### config.mk
export PLATFORM = sky130hd
export DESIGN_NAME = tlb_xlat
export DESIGN_NICKNAME = d
export VERILOG_FILES = /design/src/rtl/tlb_pkg.sv /design/src/rtl/tlb_cam.sv /design/src/rtl/tlb_lru.sv /design/src/rtl/tlb_alloc.sv /design/src/rtl/tlb_xlat.sv
export SDC_FILE = /design/constraint.sdc
export NUM_CORES = 1
export LEC_CHECK = 0
export BUFFER_PORTS_ARGS = -buffer_cell sky130_fd_sc_hd__buf_2
export CORE_ASPECT_RATIO = 1.5
export CORE_UTILIZATION = 50
export DETAILED_ROUTE_END_ITERATION = 10
export GPL_TIMING_DRIVEN = 0
export PLACE_DENSITY = 0.67
export SYNTH_ARGS = -nofsm -noshare
export SYNTH_HDL_FRONTEND = slang
export SYNTH_HIERARCHICAL = 1
export SYNTH_SLANG_ARGS = --single-unit
### constraint.sdc
create_clock -name clk_i -period 6.1 [get_ports clk_i]
set_clock_uncertainty 0.2 [all_clocks]
set_input_delay 0.305 -clock clk_i [delete_from_list [all_inputs] [get_ports clk_i]]
set_output_delay 0.305 -clock clk_i [all_outputs]
set_load 0.01 [all_outputs]
### src/rtl/tlb_pkg.sv
package tlb_pkg;
  parameter int unsigned TLB_VA_W    = 32;
  parameter int unsigned TLB_PA_W    = 32;
  parameter int unsigned TLB_OFS_W   = 12;
  parameter int unsigned TLB_ENTRIES = 8;

  // index of the lowest set bit of a vector up to 64 wide
  function automatic int unsigned lowest_set(input logic [63:0] vec);
    int unsigned idx;
    idx = 0;
    for (int i = 63; i >= 0; i--) begin
      if (vec[i]) idx = i;
    end
    return idx;
  endfunction
endpackage

### src/rtl/tlb_cam.sv
module tlb_cam #(
  parameter int unsigned N     = 8,
  parameter int unsigned TAG_W = 20
) (
  input  logic [N-1:0]            valid_i,
  input  logic [N-1:0][TAG_W-1:0] tag_i,
  input  logic [TAG_W-1:0]        key_i,
  output logic [N-1:0]            match_o
);
  for (genvar g = 0; g < N; g++) begin : g_cmp
    assign match_o[g] = valid_i[g] && (tag_i[g] == key_i);
  end
endmodule

### src/rtl/tlb_lru.sv
module tlb_lru #(
  parameter int unsigned N = 8,
  localparam int unsigned IW = (N > 1) ? $clog2(N) : 1
) (
  input  logic          clk_i,
  input  logic          rst_ni,
  input  logic          touch_i,
  input  logic [IW-1:0] touch_idx_i,
  output logic [IW-1:0] victim_o
);
  // age 0 = most recent, N-1 = least recent; ages stay a permutation
  logic [N-1:0][IW-1:0] age_q;
  logic [IW-1:0]        ref_age;

  assign ref_age = age_q[touch_idx_i];

  for (genvar g = 0; g < N; g++) begin : g_age
    always_ff @(posedge clk_i or negedge rst_ni) begin
      if (!rst_ni) begin
        age_q[g] <= IW'(g);
      end else if (touch_i) begin
        if (touch_idx_i == IW'(g))   age_q[g] <= '0;
        else if (age_q[g] < ref_age) age_q[g] <= age_q[g] + 1'b1;
      end
    end
  end

  always_comb begin
    victim_o = '0;
    for (int i = 0; i < N; i++) begin
      if (age_q[i] == IW'(N - 1)) victim_o = IW'(i);
    end
  end
endmodule

### src/rtl/tlb_alloc.sv
module tlb_alloc
  import tlb_pkg::*;
#(
  parameter int unsigned N = 8,
  localparam int unsigned IW = (N > 1) ? $clog2(N) : 1
) (
  input  logic [N-1:0]  valid_i,
  input  logic [N-1:0]  same_i,
  input  logic [IW-1:0] victim_i,
  output logic [IW-1:0] slot_o
);
  logic [63:0] free_vec;
  logic [63:0] same_vec;

  always_comb begin
    free_vec = '0;
    same_vec = '0;
    free_vec[N-1:0] = ~valid_i;
    same_vec[N-1:0] = same_i;
    // priority: same page, then lowest free, then LRU victim
    if (|same_i)        slot_o = IW'(lowest_set(same_vec));
    else if (&valid_i)  slot_o = victim_i;
    else                slot_o = IW'(lowest_set(free_vec));
  end
endmodule

### src/rtl/tlb_xlat.sv
module tlb_xlat
  import tlb_pkg::*;
#(
  parameter int unsigned VA_W  = TLB_VA_W,
  parameter int unsigned PA_W  = TLB_PA_W,
  parameter int unsigned OFS_W = TLB_OFS_W,
  parameter int unsigned N     = TLB_ENTRIES,
  localparam int unsigned VPN_W = VA_W - OFS_W,
  localparam int unsigned PFN_W = PA_W - OFS_W,
  localparam int unsigned IW    = (N > 1) ? $clog2(N) : 1
) (
  input  logic             clk_i,
  input  logic             rst_ni,
  input  logic             lkp_req_i,
  input  logic [VA_W-1:0]  lkp_va_i,
  output logic             lkp_done_o,
  output logic             lkp_hit_o,
  output logic [PA_W-1:0]  lkp_pa_o,
  output logic             lkp_wr_o,
  input  logic             fill_req_i,
  input  logic [VPN_W-1:0] fill_vpn_i,
  input  logic [PFN_W-1:0] fill_pfn_i,
  input  logic             fill_wr_i,
  input  logic             inv_req_i,
  input  logic [VPN_W-1:0] inv_vpn_i,
  input  logic             flush_i
);
  logic [N-1:0]            valid_q;
  logic [N-1:0][VPN_W-1:0] tag_q;
  logic [N-1:0][PFN_W-1:0] pfn_q;
  logic [N-1:0]            perm_q;

  logic [VPN_W-1:0] lkp_vpn;
  logic [OFS_W-1:0] lkp_ofs;
  logic [N-1:0]     lk_match, fill_match, inv_match;
  logic [PFN_W-1:0] lk_pfn;
  logic             lk_perm;
  logic [IW-1:0]    lk_idx;
  logic             lk_hit;
  logic             fill_we;
  logic [IW-1:0]    fill_slot;
  logic [IW-1:0]    victim;
  logic             touch;
  logic [IW-1:0]    touch_idx;

  assign lkp_vpn = lkp_va_i[VA_W-1:OFS_W];
  assign lkp_ofs = lkp_va_i[OFS_W-1:0];

  tlb_cam #(.N(N), .TAG_W(VPN_W)) u_cam_lkp (
    .valid_i(valid_q), .tag_i(tag_q), .key_i(lkp_vpn), .match_o(lk_match)
  );
  tlb_cam #(.N(N), .TAG_W(VPN_W)) u_cam_fill (
    .valid_i(valid_q), .tag_i(tag_q), .key_i(fill_vpn_i), .match_o(fill_match)
  );
  tlb_cam #(.N(N), .TAG_W(VPN_W)) u_cam_inv (
    .valid_i(valid_q), .tag_i(tag_q), .key_i(inv_vpn_i), .match_o(inv_match)
  );

  // at most one match: OR-select is safe
  always_comb begin
    lk_pfn  = '0;
    lk_perm = 1'b0;
    lk_idx  = '0;
    for (int i = 0; i < N; i++) begin
      if (lk_match[i]) begin
        lk_pfn  = lk_pfn | pfn_q[i];
        lk_perm = lk_perm | perm_q[i];
        lk_idx  = lk_idx | IW'(i);
      end
    end
  end

  assign lk_hit  = lkp_req_i && (|lk_match) && !flush_i;
  assign fill_we = fill_req_i && !flush_i &&
                   !(inv_req_i && (inv_vpn_i == fill_vpn_i));

  tlb_alloc #(.N(N)) u_alloc (
    .valid_i (valid_q),
    .same_i  (fill_match),
    .victim_i(victim),
    .slot_o  (fill_slot)
  );

  assign touch     = fill_we || lk_hit;
  assign touch_idx = fill_we ? fill_slot : lk_idx;

  tlb_lru #(.N(N)) u_lru (
    .clk_i      (clk_i),
    .rst_ni     (rst_ni),
    .touch_i    (touch),
    .touch_idx_i(touch_idx),
    .victim_o   (victim)
  );

  for (genvar g = 0; g < N; g++) begin : g_ent
    logic wr_sel;
    assign wr_sel = fill_we && (fill_slot == IW'(g));

    always_ff @(posedge clk_i or negedge rst_ni) begin
      if (!rst_ni)             valid_q[g] <= 1'b0;
      else if (flush_i)        valid_q[g] <= 1'b0;
      else if (wr_sel)         valid_q[g] <= 1'b1;
      else if (inv_match[g] && inv_req_i) valid_q[g] <= 1'b0;
    end

    always_ff @(posedge clk_i or negedge rst_ni) begin
      if (!rst_ni) begin
        tag_q[g]  <= '0;
        pfn_q[g]  <= '0;
        perm_q[g] <= 1'b0;
      end else if (wr_sel) begin
        tag_q[g]  <= fill_vpn_i;
        pfn_q[g]  <= fill_pfn_i;
        perm_q[g] <= fill_wr_i;
      end
    end
  end

  always_ff @(posedge clk_i or negedge rst_ni) begin
    if (!rst_ni) begin
      lkp_done_o <= 1'b0;
      lkp_hit_o  <= 1'b0;
      lkp_pa_o   <= '0;
      lkp_wr_o   <= 1'b0;
    end else begin
      lkp_done_o <= lkp_req_i;
      lkp_hit_o  <= lk_hit;
      lkp_pa_o   <= lk_hit ? {lk_pfn, lkp_ofs} : '0;
      lkp_wr_o   <= lk_hit && lk_perm;
    end
  end
endmodule

==> PnR_summary.wiki, run 1 <==
{| class="wikitable"
! Metric !! Value
|-
| Result of the run || finished clean
|-
| Ranking of synthesized cells by area || sky130_fd_sc_hd__dfrtp_1 42%, sky130_fd_sc_hd__xnor2_1 12%, sky130_fd_sc_hd__mux2_2 10%
|-
| Worst-path cell chain || xor2_2 -> nor4_1 -> nand4_1 -> nor4_4 -> nor2_1 -> o21ai_0 -> nor3_1 -> a221oi_2 -> inv_1 -> mux2i_2 -> clkbuf_4 -> mux4_2 -> mux2i_4 -> ha_1 -> a21o_1 -> a31oi_1 -> o21ai_0 -> mux2_2
|-
| Headroom to the max-slew limit || 6.13%
|-
| Final HPWL DP || 57000 um
|-
| Crit Path Category || register to register
|-
| Count of H-tree levels built during CTS || 2
|-
| Setup-failing EPs final || 0
|-
| Area growth, synth to finish || 13.5%
|-
| Internal cell power || 5.26 mW
|-
| Tmin final || 5.76 ns
|-
| Startpoint of the worst register-to-register path || tag_q[88]
|-
| Worst supply voltage drop on vdd || 0.235 mV
|-
| Yosys top cell by area || sky130_fd_sc_hd__dfrtp_1
|-
| Crit path launch type || register
|-
| CP arrival || 6.00 ns
|-
| Worst hold path endpoint || tag_q[99]
|-
| Post-synth ARST share || 100%
|-
| Most used standard cells in the synthesized netlist || 383 x sky130_fd_sc_hd__dfrtp_1, 304 x sky130_fd_sc_hd__xnor2_1, 213 x sky130_fd_sc_hd__mux2_2
|-
| I/O pin total || 134
|-
| Die X-Extent || 177 um
|-
| Total routed wirelength || 80700 um
|-
| Drt drc || 0
|-
| Cell variety after synth || 61
|-
| LEAKAGE || 11.3 nW
|-
| Hold WC Path Type || input port to register
|-
| Start point of the worst hold path || fill_vpn_i[19]
|-
| Inst Count DP || 2601
|-
| Switching power share of the total || 31.5%
|-
| TritonCTS clock tree || yes
|-
| Gr usage total || 35.2%
|-
| Count of flip-flops with a built-in enable after synthesis || 0
|-
| Final WS setup || 0.341 ns
|-
| CTS clock-pin slew for the worst setup and hold paths || 0.06 ns
|-
| Sum of internal, switching and leakage power || 7.68 mW
|-
| Setup slack of the worst register-to-register path || 0.34 ns
|-
| Vert. Die Dim || 264 um
|-
| Total negative slack || 0 ns
|-
| Seq pwr share || 44.3%
|-
| Final net count || 2231
|-
| RSZ-0062 raised after global routing || no
|-
| FF+latch count, synth || 395
|-
| Worst-case setup slack after placement || -0.424 ns
|-
| Comb pwr share || 22.0%
|-
| Post-Layout Inst Area || 26000 um2
|-
| # port buffers || 92
|-
| Post-route ant nets || 0
|-
| Family with the most delay on the worst path || multiplexers
|-
| Die Footprint || 46800 um2
|-
| Hold Crit Depth || 2
|-
| Buffer depth of the longest clock path || 3
|-
| Routed via count || 16800
|-
| Clock group share of total power || 33.7%
|-
| First-pass GRT wire length || 117000 um
|-
| Gpl congestion || 1.03
|-
| DR WL/cell || 29.7 um
|-
| Pin count of the biggest net entering global routing || 122
|-
| Number of detailed-route iterations in the first pass || 5
|-
| Number of maximum-capacitance constraint violations || 0
|-
| Power density over cell area || 295 nW/um2
|-
| Highest clock frequency the design can meet || 174 MHz
|-
| Via count of the first global-routing pass || 17500
|-
| Buffering stage count on the worst path with inverters included || 2
|-
| Syn Std Cell Area || 23000 um2
|-
| Worst Reg-to-Reg Cells || 18
|-
| Number of rows created at floorplan || 95
|-
| Placed instance area || 24200 um2
|-
| Ys flop type || sky130_fd_sc_hd__dfrtp_1
|-
| Ratio of final minimum period to clock period || 94.4%
|-
| Cts bufs inserted || 42
|-
| Number of nets in the synthesized netlist || 2054
|-
| Clock root cell || sky130_fd_sc_hd__clkbuf_16
|-
| Worst-skew pair later-pin latency || 0.58 ns
|-
| Slew Limit Fails || 0
|-
| Post-route non-filler standard cell count || 2718
|-
| Max Fanout on Critical Path || 10
|-
| Switching component of the power || 2.42 mW
|-
| Count leader, synth || sky130_fd_sc_hd__dfrtp_1
|-
| Data required time of the critical path || 6.35 ns
|-
| Slowest Stage Delay on Critical Path || 0.54 ns
|-
| Endpoint of the worst register-to-register path || u_lru/age_q[0]
|-
| Least-Margin Pin Slew || 1.40 ns
|-
| Global-route congestion overflow total || 0
|-
| Share of cells above drive strength 1 || 25.5%
|-
| CP endpoint kind || register
|-
| Seq/Total Area, Yosys || 43.1%
|-
| Number of warnings issued by yosys || 6
|-
| Initial DRC count || 1379
|-
| Critical Path Most Common Cell || sky130_fd_sc_hd__o21ai_0
|-
| Average footprint of a synthesized cell || 11.9 um2
|-
| Top-area cell type share of the netlist area || 41.8%
|-
| Via-to-Cell Ratio || 6.18
|-
| Placeable core region || 45000 um2
|-
| Post-synthesis instance total || 1924
|-
| Antenna violations before repair || 4
|-
| Initial core utilization || 50.9%
|-
| Clock sinks || 395
|-
| Slowest stage cell, crit path || sky130_fd_sc_hd__mux4_2
|-
| Final Hold Viols || 0
|}
cells by family after synthesis:
kind of cell,Yosys count,share of synthesized area [%]
buf+inv,153,4.39
flops,395,43.1
simple gates,308,8.14
mux,342,16.9
xor+xnor,500,19.3
compound gates,195,6.43
fa+ha+maj,31,1.69
worst reg2reg max path, stage by stage (launching register included):
cell and delay, ns:
sky130_fd_sc_hd__dfrtp_1 0.48, sky130_fd_sc_hd__xor2_2 0.18, sky130_fd_sc_hd__nor4_1 0.34, sky130_fd_sc_hd__nand4_1 0.35
sky130_fd_sc_hd__nor4_4 0.41, sky130_fd_sc_hd__nor2_1 0.15, sky130_fd_sc_hd__o21ai_0 0.10, sky130_fd_sc_hd__nor3_1 0.08
sky130_fd_sc_hd__a221oi_2 0.35, sky130_fd_sc_hd__inv_1 0.20, sky130_fd_sc_hd__mux2i_2 0.31, sky130_fd_sc_hd__clkbuf_4 0.30
sky130_fd_sc_hd__mux4_2 0.54, sky130_fd_sc_hd__mux2i_4 0.34, sky130_fd_sc_hd__ha_1 0.32, sky130_fd_sc_hd__a21o_1 0.18
sky130_fd_sc_hd__a31oi_1 0.28, sky130_fd_sc_hd__o21ai_0 0.20, sky130_fd_sc_hd__mux2_2 0.31
per-stage QoR:
step	hold WS [ns]	utilization (%)
after floorplan	-0.191	-
after global placement	0.274	53.6
after detailed placement	0.136	53.8
after CTS	0.0246	57.7
after global routing	0.0519	57.8
final	0.0340	57.8
power groups by stage:
stage | clock network, mW | logic [mW] | registers [mW]
6_report | 2.58 | 1.69 | 3.40
2_1_floorplan | 0 | 1.19 | 3.34
3_5_place_dp | 0 | 1.62 | 3.44
5_1_grt | 2.71 | 1.83 | 3.46
4_1_cts | 2.62 | 1.65 | 3.40
3_3_place_gp | 0 | 1.55 | 3.42
per-layer routing:
| metal | vias to the layer above | wire [um] | global-route usage (%) |
|---|---|---|---|
| met1 | 8538 | 28900 | 39.0 |
| met3 | 321 | 5040 | 6.07 |
| met2 | 707 | 39100 | 58.9 |
| met4 | 2 | 7620 | 28.4 |
| met5 | - | 13 | 0 |
| li1 | 7217 | - | - |
how the worst max path moves through the flow:
stage / slack, ns / cells after the start / startpoint / to
floorplan: 1.15 / 18 / fill_vpn_i[15] / u_lru/age_q[4]
global placement: -3.35 / 1 / rst_ni / pfn_q[101]
detailed placement: -0.42 / 19 / fill_vpn_i[1] / u_lru/age_q[0]
CTS: 0.08 / 18 / tag_q[88] / u_lru/age_q[4]
global route: 0.07 / 18 / tag_q[88] / u_lru/age_q[0]
finish: 0.34 / 18 / tag_q[88] / u_lru/age_q[0]
timing repair:
| action | CTS | global route |
|---|---|---|
| setup buffers | 0 | 2 |
| hold buffers | 35 | 0 |
| endpoints found under the setup margin | 24 | 24 |
| pin swaps | 0 | 4 |
| gates resized for setup | 4 | 5 |
| hold endpoints to repair | 253 | 0 |
state kept, by name (all words and copies together), names as in the netlist:
signal       cells
pfn_q          160
tag_q          160
lkp_pa_o        32
u_lru/age_q     24
perm_q           8
valid_q          8
lkp_done_o       1
lkp_hit_o        1
lkp_wr_o         1
cells in the final DEF (no fill, tap or decap), types with 6 or more instances in the layout:
cell and n:
sky130_fd_sc_hd__a221oi_1 21, sky130_fd_sc_hd__xor2_2 6, sky130_fd_sc_hd__dfstp_2 12, sky130_fd_sc_hd__clkbuf_1 42, sky130_fd_sc_hd__clkinv_2 11, sky130_fd_sc_hd__nand2_1 43
sky130_fd_sc_hd__clkbuf_8 8, sky130_fd_sc_hd__dlygate4sd3_1 35, sky130_fd_sc_hd__buf_6 42, sky130_fd_sc_hd__mux2_1 119, sky130_fd_sc_hd__and2_1 15, sky130_fd_sc_hd__nor4_2 22
sky130_fd_sc_hd__inv_1 11, sky130_fd_sc_hd__buf_2 125, sky130_fd_sc_hd__nand4_1 78, sky130_fd_sc_hd__buf_4 22, sky130_fd_sc_hd__nor2b_1 6, sky130_fd_sc_hd__a22o_1 29
sky130_fd_sc_hd__nor4_1 51, sky130_fd_sc_hd__o21ai_0 28, sky130_fd_sc_hd__dfrtp_1 383, sky130_fd_sc_hd__o21a_1 7, sky130_fd_sc_hd__clkbuf_16 42, sky130_fd_sc_hd__clkinvlp_4 6
sky130_fd_sc_hd__buf_1 7, sky130_fd_sc_hd__nand3_1 39, sky130_fd_sc_hd__ha_1 31, sky130_fd_sc_hd__nor2_1 28, sky130_fd_sc_hd__a31oi_1 27, sky130_fd_sc_hd__mux2_2 213
sky130_fd_sc_hd__a22oi_1 42, sky130_fd_sc_hd__xnor2_1 304, sky130_fd_sc_hd__xor2_1 190
cell type report:
class                           count  area (um2)
Fill cell                        3725       19000
Multi-Input combinational cell   1376       12100
Sequential cell                   395        9900
Clock buffer                       54        1180
Buffer                            141         965
Timing Repair Buffer              133         923
Tap cell                          582         728
Clock inverter                     23         204
Inverter                           12        45.0
Antenna cell                        2        5.00
(Power assumes the default switching activity.)
==> run 2: changes to the inputs <==
BUFFER_PORTS_ARGS = -buffer_cell sky130_fd_sc_hd__buf_4   (was -buffer_cell sky130_fd_sc_hd__buf_2)
==> run 2 against run 1 <==
  * Via count down 0.64%
  * Power grew 1.8%
  * Clock-buffer cell count grew 3
  * Die area unchanged
  * Core utilization grew 0.59 points
  * Design area is 1.0% higher
  * Sequential power hardly changed
  * Fmax fell by 3.5%
  * Combinational power barely moved
  * Highest routed layer unchanged
  * Critical path depth stayed put
  * Non-clock buffer count is 2 lower
==> PnR_summary.wiki, run 2 (synthesis gave the netlist of run 1 again) <==
{| class="wikitable"
! Metric !! Value
|-
| Crit path launch type || register
|-
| Cts bufs inserted || 41
|-
| Antenna violations before repair || 3
|-
| Vert. Die Dim || 264 um
|-
| Hold Crit Depth || 2
|-
| Setup-failing EPs final || 0
|-
| Gpl congestion || 1.01
|-
| Slowest stage cell, crit path || sky130_fd_sc_hd__mux4_2
|-
| Share of cells above drive strength 1 || 25.1%
|-
| Worst-path cell chain || xor2_2 -> nor4_1 -> nand4_1 -> nor4_2 -> nor2_1 -> nand2_1 -> nor3_1 -> a221oi_2 -> inv_1 -> mux2i_2 -> buf_2 -> mux4_2 -> mux2i_4 -> ha_1 -> a21o_1 -> a31oi_1 -> o21ai_0 -> mux2_2
|-
| Utilization of the core after routing || 58.4%
|-
| Largest registers || pfn_q (160), tag_q (160), lkp_pa_o (32)
|-
| DR WL met3 || 4730 um
|-
| Count of H-tree levels built during CTS || 2
|-
| Number of detailed-route iterations in the first pass || 5
|-
| Final net count || 2228
|-
| LEAKAGE || 11.4 nW
|-
| Post-route non-filler standard cell count || 2711
|-
| Hold WC Path Type || input port to register
|-
| Clock root cell || sky130_fd_sc_hd__clkbuf_16
|-
| Die Footprint || 46800 um2
|-
| Sum of routed wire segments on met1 || 29300 um
|-
| Via count of the first global-routing pass || 17200
|-
| Max Fanout on Critical Path || 10
|-
| Global-route congestion overflow total || 0
|-
| Via-to-Cell Ratio || 6.15
|-
| Buffer depth of the longest clock path || 3
|-
| Drt drc || 0
|-
| # port buffers || 92
|-
| Clock sinks || 395
|-
| Fillcell total || 3733
|-
| Highest clock frequency the design can meet || 168 MHz
|-
| Number of maximum-capacitance constraint violations || 0
|-
| Final HPWL DP || 57200 um
|-
| Slowest Stage Delay on Critical Path || 0.56 ns
|-
| Initial DRC count || 1274
|-
| Worst Reg-to-Reg Cells || 18
|-
| Family with the most delay on the worst path || multiplexers
|-
| Routed via count || 16700
|-
| Least-Margin Pin Slew || 1.22 ns
|-
| Final Hold Viols || 0
|-
| DR WL/cell || 29.7 um
|-
| Die X-Extent || 177 um
|-
| Area growth, synth to finish || 14.6%
|-
| Gr usage total || 35.1%
|-
| First-pass GRT wire length || 117000 um
|-
| I/O pin total || 134
|-
| WP depth || 18
|-
| TritonCTS clock tree || yes
|-
| Highest routed metal layer || met5
|-
| Data required time of the critical path || 6.35 ns
|-
| Buffering stage count on the worst path with inverters included || 2
|-
| Total routed wirelength || 80500 um
|-
| Initial core utilization || 50.9%
|-
| Headroom to the max-slew limit || 17.7%
|-
| Commonest non-fill, non-tap cells in the layout || 383 x sky130_fd_sc_hd__dfrtp_1, 304 x sky130_fd_sc_hd__xnor2_1, 213 x sky130_fd_sc_hd__mux2_2
|-
| Ratio of final minimum period to clock period || 97.8%
|-
| Crit Path Category || register to register
|-
| Tmin final || 5.97 ns
|-
| Met2 wirelength from detailed routing || 40000 um
|-
| Commonest non-fill, non-tap cell in the layout || sky130_fd_sc_hd__dfrtp_1
|-
| Result of the run || finished clean
|-
| Worst-skew pair later-pin latency || 0.58 ns
|-
| CP endpoint kind || register
|-
| Power density over cell area || 297 nW/um2
|-
| Placeable core region || 45000 um2
|-
| Pin count of the biggest net entering global routing || 115
|-
| Total negative slack || 0 ns
|-
| Post-route ant nets || 0
|-
| Inst Count DP || 2601
|-
| Worst supply voltage drop on vdd || 0.213 mV
|-
| Diode count || 0
|-
| Slew Limit Fails || 0
|-
| Number of rows created at floorplan || 95
|-
| CTS clock-pin slew for the worst setup and hold paths || 0.06 ns
|-
| CP arrival || 6.21 ns
|}
## run 2: final cells by class
class                      count  area (um2)  area share (%)
buffer                       141         962            3.66
timing repair buffer         131        1140            4.33
tap                          582         728            2.77
clock inverter                17         290            1.10
inverter                      12        45.0           0.171
sequential                   395        9900            37.6
clock buffer                  57        1150            4.36
multi-input combinational   1376       12100            46.0
## run 2: worst paths after layout
check / from / to / slack [ns]
max in group asynchronous: rst_ni / tag_q[12] / 3.99
hold / removal: fill_vpn_i[19] / tag_q[59] / 0.08
setup reg to reg: tag_q[145] / u_lru/age_q[0] / 0.13
setup / recovery: tag_q[145] / u_lru/age_q[0] / 0.13
hold reg to reg: pfn_q[53] / pfn_q[53] / 0.30
min in group asynchronous: rst_ni / u_lru/age_q[2] / 0.19
## run 2: worst register-to-register path, cell delays in order, from the launching register on
cell,delay [ns]
sky130_fd_sc_hd__dfrtp_1,0.47
sky130_fd_sc_hd__xor2_2,0.18
sky130_fd_sc_hd__nor4_1,0.41
sky130_fd_sc_hd__nand4_1,0.29
sky130_fd_sc_hd__nor4_2,0.43
sky130_fd_sc_hd__nor2_1,0.16
sky130_fd_sc_hd__nand2_1,0.14
sky130_fd_sc_hd__nor3_1,0.07
sky130_fd_sc_hd__a221oi_2,0.40
sky130_fd_sc_hd__inv_1,0.22
sky130_fd_sc_hd__mux2i_2,0.35
sky130_fd_sc_hd__buf_2,0.32
sky130_fd_sc_hd__mux4_2,0.56
sky130_fd_sc_hd__mux2i_4,0.34
sky130_fd_sc_hd__ha_1,0.33
sky130_fd_sc_hd__a21o_1,0.18
sky130_fd_sc_hd__a31oi_1,0.31
sky130_fd_sc_hd__o21ai_0,0.20
sky130_fd_sc_hd__mux2_2,0.31
## run 2: metrics by stage
stage	cell area [um2]	total power [mW]	setup WS, ns	hold slack [ns]
after CTS	26300	7.82	0.106	0.0555
after global routing	26300	8.14	-0.0158	0.111
after floorplan	23000	4.53	1.15	-0.191
after global placement	24400	4.98	-0.469	0.249
after detailed placement	24500	5.07	-0.526	0.220
final	26300	7.81	0.134	0.0844
## run 2: metal layers
layer  track usage (%)  vias up
met5                 0        -
met4              23.5        6
met3              5.22      249
met2              60.2      745
met1              40.2     8455
li1                  -     7222
## run 2: where the power goes
| part | switching, mW | internal, mW |
|---|---|---|
| Combinational | 0.847 | 0.837 |
| Sequential | 0.399 | 3.00 |
| Clock | 1.14 | 1.59 |
| Total | 2.39 | 5.42 |
## run 2: timing repair
action                                  4_1_cts  5_1_grt
endpoints found under the setup margin       24       23
resized for setup                             5        4
pin swaps                                     0        1
hold buffers                                 35        0
setup buffers                                 0        1
hold endpoints to repair                    278        0
